`src/rtl/uart_irq_pkg.sv`:
```
package uart_irq_pkg;

    localparam int NSRC   = 7;
    localparam int CODE_W = 4;
    localparam int ID_W   = 8;
    localparam int TRIG_W = 2;

    localparam int IDX_LSR   = 0;
    localparam int IDX_RXTO  = 1;
    localparam int IDX_RXRDY = 2;
    localparam int IDX_TX    = 3;
    localparam int IDX_MSR   = 4;
    localparam int IDX_XOFF  = 5;
    localparam int IDX_FLOW  = 6;

    localparam logic [CODE_W-1:0] CODE_NONE = 4'b0001;

    // bits 3:0 of the identification byte for the winning source index
    function automatic logic [CODE_W-1:0] src_code(input int idx);
        case (idx)
            IDX_LSR:   return 4'b0110;
            IDX_RXTO:  return 4'b1100;
            IDX_RXRDY: return 4'b0100;
            IDX_TX:    return 4'b0010;
            default:   return 4'b0000;
        endcase
    endfunction

    typedef struct packed {
        logic txf;
        logic xoff;
        logic flow;
    } flags_t;

    typedef struct packed {
        logic              on;
        logic              rxc;
        logic              txc;
        logic [TRIG_W-1:0] trig;
    } fctl_t;

    typedef struct packed {
        logic [ID_W-1:0] id;
        logic            irq;
    } ident_t;

endpackage

```
`src/rtl/uart_irq_prio.sv`:
```
module uart_irq_prio
    import uart_irq_pkg::*;
#(
    parameter int N = NSRC
) (
    input  logic              clk,
    input  logic              rst_n,
    input  logic [N-1:0]      req,
    output logic [N-1:0]      grant,
    output logic              any,
    output logic [CODE_W-1:0] code
);

    // fixed priority: lower index wins
    generate
        for (genvar i = 0; i < N; i++) begin : g_grant
            if (i == 0) begin : g_top
                assign grant[i] = req[i];
            end else begin : g_rest
                assign grant[i] = req[i] & ~(|req[i-1:0]);
            end
        end
    endgenerate

    assign any = |req;

    always_comb begin
        code = CODE_NONE;
        for (int i = 0; i < N; i++) begin
            if (grant[i]) code = src_code(i);
        end
    end

    // at most one winner, and a winner exactly when something requests
    a_r2_single_grant: assert property (@(posedge clk) disable iff (!rst_n)
        $onehot0(grant) && ((grant != '0) == (req != '0)));

endmodule

```
`src/rtl/uart_irq_flags.sv`:
```
module uart_irq_flags
    import uart_irq_pkg::*;
(
    input  logic   clk,
    input  logic   rst_n,
    input  logic   tx_set,
    input  logic   tx_load,
    input  logic   tx_rd_clr,
    input  logic   xoff_set,
    input  logic   xon_clr,
    input  logic   flow_set,
    input  logic   flow_rd_clr,
    output flags_t flags
);

    flags_t fl_d, fl_q;

    always_comb begin
        fl_d = fl_q;
        // new events win over same-cycle clears
        if (tx_set)                     fl_d.txf = 1'b1;
        else if (tx_load || tx_rd_clr)  fl_d.txf = 1'b0;
        // Xon wins over a same-cycle Xoff
        if (xon_clr)                    fl_d.xoff = 1'b0;
        else if (xoff_set)              fl_d.xoff = 1'b1;
        if (flow_set)                   fl_d.flow = 1'b1;
        else if (flow_rd_clr)           fl_d.flow = 1'b0;
    end

    always_ff @(posedge clk) begin
        if (!rst_n) fl_q <= '0;
        else        fl_q <= fl_d;
    end

    assign flags = fl_q;

    a_r6_xon_clears: assert property (@(posedge clk) disable iff (!rst_n)
        xon_clr |=> !fl_q.xoff);
    a_r6_xoff_sets: assert property (@(posedge clk) disable iff (!rst_n)
        (xoff_set && !xon_clr) |=> fl_q.xoff);
    a_r7_set_wins: assert property (@(posedge clk) disable iff (!rst_n)
        tx_set |=> fl_q.txf);
    a_r8_set_wins: assert property (@(posedge clk) disable iff (!rst_n)
        flow_set |=> fl_q.flow);

endmodule

```
`src/rtl/uart_irq_fifo_ctl.sv`:
```
module uart_irq_fifo_ctl
    import uart_irq_pkg::*;
(
    input  logic              clk,
    input  logic              rst_n,
    input  logic              wr,
    input  logic              en_bit,
    input  logic              rxclr_bit,
    input  logic              txclr_bit,
    input  logic [TRIG_W-1:0] trig_in,
    output logic              on,
    output logic              rx_clr,
    output logic              tx_clr,
    output logic [TRIG_W-1:0] trig
);

    fctl_t fc_d, fc_q;

    always_comb begin
        fc_d     = fc_q;
        fc_d.rxc = 1'b0;
        fc_d.txc = 1'b0;
        if (wr) begin
            fc_d.on = en_bit;
            // other fields only take effect when enable is written as 1
            if (en_bit) begin
                fc_d.trig = trig_in;
                fc_d.rxc  = rxclr_bit;
                fc_d.txc  = txclr_bit;
            end
        end
    end

    always_ff @(posedge clk) begin
        if (!rst_n) fc_q <= '0;
        else        fc_q <= fc_d;
    end

    assign on     = fc_q.on;
    assign rx_clr = fc_q.rxc;
    assign tx_clr = fc_q.txc;
    assign trig   = fc_q.trig;

    a_r10_gated_trig: assert property (@(posedge clk) disable iff (!rst_n)
        (wr && !en_bit) |=> ($stable(fc_q.trig) && !fc_q.on));
    a_r11_rx_pulse: assert property (@(posedge clk) disable iff (!rst_n)
        fc_q.rxc |-> $past(wr && en_bit && rxclr_bit));
    a_r11_tx_pulse: assert property (@(posedge clk) disable iff (!rst_n)
        fc_q.txc |-> $past(wr && en_bit && txclr_bit));

endmodule

```
`src/rtl/uart_irq_ident.sv`:
```
module uart_irq_ident
    import uart_irq_pkg::*;
(
    input  logic              clk,
    input  logic              rst_n,
    input  logic              lsr_cond,
    input  logic              rxto_cond,
    input  logic              rxrdy_cond,
    input  logic              msr_cond,
    input  logic              tx_ready_set,
    input  logic              thr_load,
    input  logic              xoff_seen,
    input  logic              xon_seen,
    input  logic              flow_chg,
    input  logic [NSRC-1:0]   src_en,
    input  logic              enh_en,
    input  logic              id_rd,
    input  logic              fcr_wr,
    input  logic              fcr_en_bit,
    input  logic              fcr_rxclr_bit,
    input  logic              fcr_txclr_bit,
    input  logic [TRIG_W-1:0] fcr_trig,
    output logic [ID_W-1:0]   id_data,
    output logic              irq,
    output logic              fifo_on,
    output logic              rx_fifo_clr,
    output logic              tx_fifo_clr,
    output logic [TRIG_W-1:0] rx_trig
);

    flags_t            flags;
    logic [NSRC-1:0]   req;
    logic [NSRC-1:0]   grant;
    logic              any_req;
    logic [CODE_W-1:0] code;
    logic [ID_W-1:0]   live_id;
    ident_t            st_d, st_q;

    uart_irq_flags u_flags (
        .clk         (clk),
        .rst_n       (rst_n),
        .tx_set      (tx_ready_set),
        .tx_load     (thr_load),
        .tx_rd_clr   (id_rd && grant[IDX_TX]),
        .xoff_set    (xoff_seen),
        .xon_clr     (xon_seen),
        .flow_set    (flow_chg),
        .flow_rd_clr (id_rd && grant[IDX_FLOW]),
        .flags       (flags)
    );

    uart_irq_fifo_ctl u_fctl (
        .clk       (clk),
        .rst_n     (rst_n),
        .wr        (fcr_wr),
        .en_bit    (fcr_en_bit),
        .rxclr_bit (fcr_rxclr_bit),
        .txclr_bit (fcr_txclr_bit),
        .trig_in   (fcr_trig),
        .on        (fifo_on),
        .rx_clr    (rx_fifo_clr),
        .tx_clr    (tx_fifo_clr),
        .trig      (rx_trig)
    );

    uart_irq_prio #(.N(NSRC)) u_prio (
        .clk   (clk),
        .rst_n (rst_n),
        .req   (req),
        .grant (grant),
        .any   (any_req),
        .code  (code)
    );

    always_comb begin
        req = {flags.flow & enh_en, flags.xoff & enh_en, msr_cond, flags.txf,
               rxrdy_cond, rxto_cond, lsr_cond} & src_en;
        live_id = {fifo_on, fifo_on, enh_en & flags.flow, enh_en & flags.xoff, code};
        st_d     = st_q;
        st_d.irq = any_req;
        if (id_rd) st_d.id = live_id;
    end

    always_ff @(posedge clk) begin
        if (!rst_n) begin
            st_q.id  <= {{(ID_W-CODE_W){1'b0}}, CODE_NONE};
            st_q.irq <= 1'b0;
        end else begin
            st_q <= st_d;
        end
    end

    assign id_data = st_q.id;
    assign irq     = st_q.irq;

    a_r9_hold_between_reads: assert property (@(posedge clk) disable iff (!rst_n)
        !id_rd |=> $stable(id_data));
    a_r4_fifo_bits_pair: assert property (@(posedge clk) disable iff (!rst_n)
        id_data[7] == id_data[6]);
    a_r5_hidden_when_off: assert property (@(posedge clk) disable iff (!rst_n)
        (id_rd && !enh_en) |=> (id_data[5:4] == 2'b00));

endmodule

```
`config.mk`:
```
export PLATFORM = sky130hd
export DESIGN_NAME = uart_irq_ident
export DESIGN_NICKNAME = d
export VERILOG_FILES = /design/src/rtl/uart_irq_pkg.sv /design/src/rtl/uart_irq_prio.sv /design/src/rtl/uart_irq_flags.sv /design/src/rtl/uart_irq_fifo_ctl.sv /design/src/rtl/uart_irq_ident.sv
export SDC_FILE = /design/constraint.sdc
export NUM_CORES = 1
export LEC_CHECK = 0
export CORE_ASPECT_RATIO = 1.1
export CORE_MARGIN = 3
export CORE_UTILIZATION = 36
export CTS_BUF_LIST = sky130_fd_sc_hd__clkbuf_8
export DETAILED_ROUTE_END_ITERATION = 6
export GPL_ROUTABILITY_DRIVEN = 0
export HOLD_SLACK_MARGIN = 0.02
export PLACE_DENSITY = 0.81
export SYNTH_ARGS = -nofsm -noshare
export SYNTH_HDL_FRONTEND = slang
export SYNTH_SLANG_ARGS = --single-unit
```
`constraint.sdc`:
```
create_clock -name clk -period 1.1 [get_ports clk]
set_input_delay 0.165 -clock clk [delete_from_list [all_inputs] [get_ports clk]]
set_output_delay 0.165 -clock clk [all_outputs]
set_load 0.01 [all_outputs]
```
==> summary.md, run 1 <==
| Metric | Value |
|---|---|
| Most frequent cells in the layout | clkdlybuf4s50_1, dfxtp_1, dlygate4sd2_1, buf_4 |
| Slew margin rel. | 0.724 |
| Worst path slowest cell | clkdlybuf4s50_1 |
| Starting Density | 0.410 |
| Worst Path Arrival | roughly 1200 ps |
| CTS buffer count | 3 |
| Worst Hold Path EP | id_data[3] |
| Drt pass-1 iters | 4 |
| Clock tree from TritonCTS | done |
| CP peak stage delay | 480 ps |
| FF-to-FF End | id_data[0] |
| Ports | 40 |
| Area Growth Syn to Fin | 84.5% |
| Count of different cell masters after synthesis | 21 |
| DRC | 0 |
| Worst Max-Slew Pin Slew | between 400 and 500 ps |
| Crit path launch type | input pin |
| Buffers & Inverters on Critical Path | 1 |
| Layout cell share with drive strength beyond 1 | 0.190 |
| Clock Skews | around 1.5 ps |
| Final worst-path cycle share | 0.959 |
| Pre-CTS WS | -534 ps |
| Static Leak | approximately 0.51 nW |
| Pwr/cell area | 1250 mW/mm² |
| FF+latch area | about 320 µm² |
| DR iter-0 viols | 10 |
| Yosys Warn Count | 0 |
| Final setup margin | 45.5 ps |
| Min Tclk post-route | roughly 1100 ps |
| Commonest non-fill, non-tap cell in the layout | clkdlybuf4s50_1 |
| Worst Hold Class | in -> reg |
| HPWL Detailed | 1.39 mm |
| Nets | between 100 and 150 |
| Register bit total from synthesis | 16 |
| Crit-path leading delay family | compound AO/OA/AOI/OAI gates |
| Gate Count Post-Synth | 66 |
| Total die area | 0.00218 mm² |
| # diodes | 0 |
| Core Region | about 0.0015 mm² |
| Worst-path cell chain | clkdlybuf4s50_1, a22o_1, a31oi_2, a311o_2 |
| Hold Slack | 197 ps |
| Clk root buf | clkbuf_8 |
| Via/cell ratio | 5.02 |
| Post-synth design cell area | roughly 600 µm² |
| Setup crit end kind | register |
| First-pass GRT wire length | 2.58 mm |
| Worst Path Max Fanout | 3 |
| Hold Violations, Final | 0 |
| Max Fclk | 948 MHz |
| Wire length after detailed routing | approximately 1.7 mm |
| Max-cap violation count | 0 |
| GRT overflow | 0 |
| Mapped Avg Cell Area | roughly 9.0 µm² |
| Setup TNS | 0 ps |
| Hold path depth | 3 |
| Reg clk slew, reported paths | ~60 ps |
| Total GRT Usage | 0.163 |
| Insertion delay to the later sink of the worst-skew pair | approximately 250 ps |
| Final Slew Violations | 0 |
| CP required | 1230 ps |
| Crit path depth | 4 |
| Antenna violations before repair | 0 |
| Net Count, Synth | 92 |
| Vias in the first global route | 600 |
| Clock sink count | 16 |
| H-tree Lvls | 1 |
| Layout filler cell count | between 100 and 150 |
| I/O Buffers | 39 |
| Internal reg-to-reg setup slack | around 70 ps |
| Die H | between 40 and 50 µm |
| Hold Startpoint | src_en[1] |
| DR vias | approximately 660 |
| Peak VDD IR | approximately 1.0 mV |
| Critical path class | in -> reg |
| Status | complete, no violations |
| # setup viols final | 0 |
| FF-to-FF path depth | 3 |
| Die Wd | ~45 µm |
| Largest net degree at the start of global routing | 10 |
| CTS Buffer Depth | 2 |
| Antenna-violating nets left | 0 |
| R2r startpoint | u_flags.flags[2] |
| Multi-input logic area | 260 µm² |
| Seq/Total Area, Yosys | 0.537 |
| Average wire per standard cell | around 13 µm |
| Row Count | 14 |
## worst register-to-register path, cell delays in order (launching register included)
cell and delay, ps:
dfxtp_1 360, a22o_1 170, a31oi_2 60, a311o_2 330
## what timing repair did
item,CTS,global route
hold buffers,0,0
endpoints found under the setup margin,20,6
pin swaps,4,5
setup buffers,2,0
resized for setup,22,12
## kinds of logic after synthesis
logic type      Yosys count  synth area share
compound gates           18             0.195
simple gates             24             0.201
buf+inv                   7            0.0503
flops                    16             0.537
mux                       1            0.0168
## flip-flops by register name, summed over array words and instances (netlist names)
register       cells
id_data            7
u_flags.flags      3
u_fctl.trig        2
irq                1
u_fctl.on          1
u_fctl.rx_clr      1
u_fctl.tx_clr      1
## cell type report
type | count | share of cell area
well taps | 16 | 0.0182
inverters | 4 | 0.0136
clock buffers | 4 | 0.0500
flip-flops and latches | 16 | 0.291
repair buffers | 49 | 0.391
multi-input cells | 43 | 0.236
## routing by layer
layer | routed length [µm] | vias to the layer above | global-route usage
met5 | 0 | - | 0
met3 | 90 | 5 | 0.0667
met1 | 732 | 304 | 0.201
li1 | - | 334 | -
met4 | 22 | 0 | 0.0683
met2 | 885 | 19 | 0.244
## Yosys cell counts
cell type  instances  area [µm²]
a21oi_1            6        30.0
a222oi_1           1        10.0
a22o_1             1        8.76
a311o_2            1        11.3
a311oi_1           1        8.76
a31oi_1            4        25.0
and2_2             1        7.51
buf_4              1        7.51
clkbuf_1           2        7.51
dfxtp_1           16         320
inv_1              4        15.0
mux2i_1            1        10.0
nand2_1            4        15.0
nand2b_1           4        25.0
nand3_1            6        30.0
nand4_1            1        6.26
nor2_1             4        15.0
nor2b_1            1        6.26
nor3_1             3        15.0
o21a_1             1        7.51
o21ai_0            3        15.0
## report_power, final
part           switching (W)  leakage [nW]  total (W)  internal, W
Clock               0.000191        0.0288   0.000508     0.000317
Sequential         0.0000152         0.132   0.000625     0.000610
Combinational      0.0000949         0.348   0.000245     0.000150
Total               0.000301         0.509    0.00138      0.00108
## how the worst max path moves through the flow
stage	from	slack, ps	endpoint
global route	src_en[3]	-7	id_data[0]
CTS	lsr_cond	7	u_flags.flags[2]
floorplan	lsr_cond	50	id_data[0]
finish	src_en[3]	50	id_data[0]
global placement	lsr_cond	-490	u_flags.flags[2]
detailed placement	lsr_cond	-530	u_flags.flags[2]
## per-stage QoR
stage	instances	power (W)	util	area, µm²
4_1_cts	132	0.00139	0.756	1100
3_3_place_gp	127	0.000890	0.729	1060
6_report	132	0.00138	0.757	1100
5_1_grt	132	0.00144	0.757	1100
2_1_floorplan	66	0.000712	-	597
3_5_place_dp	127	0.000897	0.729	1060
No activity file was read; power rests on OpenSTA's default activity.
==> inputs of run 2 (changes only) <==
--- a/config.mk
+++ b/config.mk
@@ -10,7 +10,6 @@
 export CORE_UTILIZATION = 36
 export CTS_BUF_LIST = sky130_fd_sc_hd__clkbuf_8
 export DETAILED_ROUTE_END_ITERATION = 6
-export GPL_ROUTABILITY_DRIVEN = 0
 export HOLD_SLACK_MARGIN = 0.02
 export PLACE_DENSITY = 0.81
 export SYNTH_ARGS = -nofsm -noshare
==> results of run 2 <==
Final layout, timing and power as in run 1 (identical DEF).
==> inputs of run 3 (changes only) <==
--- a/config.mk
+++ b/config.mk
@@ -6,12 +6,12 @@
 export NUM_CORES = 1
 export LEC_CHECK = 0
 export CORE_ASPECT_RATIO = 1.1
-export CORE_MARGIN = 3
-export CORE_UTILIZATION = 36
+export CORE_UTILIZATION = 38
 export CTS_BUF_LIST = sky130_fd_sc_hd__clkbuf_8
 export DETAILED_ROUTE_END_ITERATION = 6
 export HOLD_SLACK_MARGIN = 0.02
-export PLACE_DENSITY = 0.81
+export PLACE_DENSITY = 0.85
+export SLEW_MARGIN = 20
 export SYNTH_ARGS = -nofsm -noshare
 export SYNTH_HDL_FRONTEND = slang
 export SYNTH_SLANG_ARGS = --single-unit
==> constraint.sdc (replaced) <==
create_clock -name clk -period 1.25 [get_ports clk]
set_input_delay 0.1875 -clock clk [delete_from_list [all_inputs] [get_ports clk]]
set_output_delay 0.1875 -clock clk [all_outputs]
set_load 0.01 [all_outputs]
==> run 3 against run 2 <==
Core utilization is 1.7 points higher. Design area shrank 0.23%. Clock skew grew 1.1 ps. Power is 11% lower. Clock power down 8.7%. Worst setup slack improved by 7.4 ps. Sequential share of layout area up 0.066 points. Routed wire length rose by 1.6%. Flip-flop and latch count unchanged. Critical path depth grew 1. Register-to-register slack gained 100 ps.
==> summary.md, run 3 (synthesis results as in run 1) <==
| Metric | Value |
|---|---|
| Status | complete, no violations |
| Ports | 40 |
| Clock tree from TritonCTS | done |
| GRT overflow | 0 |
| Worst Hold Class | in -> reg |
| Row Count | 14 |
| Final Slew Violations | 0 |
| GP Congestion | 0.693 |
| Clock sink count | 16 |
| Final setup margin | ~53 ps |
| Via/cell ratio | about 5.2 |
| Insertion delay to the later sink of the worst-skew pair | 250 ps |
| Area Growth Syn to Fin | 84.1% |
| Static Leak | 0.496 nW |
| Worst Path Arrival | about 1300 ps |
| Final worst-path cycle share | 0.958 |
| Reg clk slew, reported paths | around 60 ps |
| Slew margin rel. | 0.817 |
| Hold path depth | 3 |
| I/O Buffers | 39 |
| CTS buffer count | 3 |
| Peak VDD IR | 0.791 mV |
| Starting Density | 0.421 |
| Wire length after detailed routing | 1.76 mm |
| Largest net degree at the start of global routing | 12 |
| CP required | 1390 ps |
| Commonest non-fill, non-tap cell in the layout | clkdlybuf4s50_1 |
| DR iter-0 viols | 12 |
| Die Wd | 39.8 µm |
| Setup crit end kind | register |
| Layout cell share with drive strength beyond 1 | 0.123 |
| Hold Slack | about 360 ps |
| Core Region | between 0.001 and 0.0015 mm² |
| Total power | 0.00123 W |
| Worst Path Max Fanout | 4 |
| # setup viols final | 0 |
| Antenna-violating nets left | 0 |
| Min Tclk post-route | 1200 ps |
| Die H | around 44 µm |
| Drt pass-1 iters | 5 |
| Clock Skews | between 2 and 3 ps |
| Pre-CTS WS | -376 ps |
| Critical path class | in -> reg |
| Total GRT Usage | 0.234 |
| Hold Violations, Final | 0 |
| Total die area | approximately 0.0017 mm² |
| Pwr/cell area | ~1100 mW/mm² |
| Most frequent cells in the layout | clkdlybuf4s50_1, dlygate4sd2_1, dfxtp_1, buf_4 |
| Clk root buf | clkbuf_8 |
| FF-to-FF path depth | 3 |
| Antenna violations before repair | 0 |
| Average wire per standard cell | 13.5 µm |
| DRC | 0 |
| CTS Buffer Depth | 2 |
| First-pass GRT wire length | 2.70 mm |
| Max-cap violation count | 0 |
| DR vias | 671 |
| # diodes | 0 |
| Max reg flops | 7 |
| Internal reg-to-reg setup slack | ~170 ps |
| H-tree Lvls | 1 |
| Max Fclk | roughly 840 MHz |
| Setup TNS | 0 ps |
| Nets | between 100 and 150 |
| Worst Max-Slew Pin Slew | between 200 and 300 ps |
| HPWL Detailed | 1.34 mm |
| Vias in the first global route | ~670 |
| RSZ-0062 raised after global routing | no |
| Crit path launch type | input pin |
[run 3: cell types whose count changed in the layout (fill, tap and decap cells not counted), moves of 2 or more]
cell,change
clkdlybuf4s50_1,+3
clkbuf_2,-4
buf_4,-3
dlygate4sd2_1,+4
clkdlybuf4s15_1,-2
[run 3: power breakdown]
group | leakage, nW | total (W) | switching, W | internal (W)
clock | 0.0288 | 0.000464 | 0.000184 | 0.000280
sequential | 0.132 | 0.000550 | 0.0000134 | 0.000537
combinational | 0.336 | 0.000215 | 0.0000817 | 0.000133
[run 3: through the flow]
step                      utilization  std cells  instance area [µm²]
after floorplan                     -         66                  597
after global placement          0.750        126                 1060
after detailed placement        0.750        126                 1060
after CTS                       0.774        130                 1100
after global routing            0.774        130                 1100
final                           0.774        130                 1100
[run 3: layer usage]
layer  vias up  GRT usage  share of wire
met4         0      0.124          0.016
met3         4     0.0359          0.052
met2        24      0.397           0.51
met1       313      0.270           0.42
met5         -          0              0
li1        330          -              -
[run 3: path summary, 6_finish.rpt]
check | from | to
setup / recovery | rxrdy_cond | id_data[0]
hold / removal | src_en[1] | id_data[3]
setup reg to reg | u_flags.flags[2] | id_data[0]
hold reg to reg | u_fctl.trig[0] | u_fctl.trig[0]
[run 3: final cells by class]
type	instances	area [µm²]
fill	102	320
timing repair buffer	47	440
multi-input combinational	43	248
sequential	16	320
tap	16	20.0
clock buffer	4	55.1
inverter	4	15.0
[run 3: critical path: stages]
cell,delay [ps]
clkdlybuf4s50_1,460
a222oi_1,60
buf_4,160
and2_4,160
a311o_2,310
[run 3: timing repair]
action | in CTS | in global routing
endpoints found under the hold margin | 0 | 0
hold buffers | 0 | 0
resized for setup | 19 | 0
buffers inserted | 1 | 0
endpoints found under the setup margin | 17 | 0
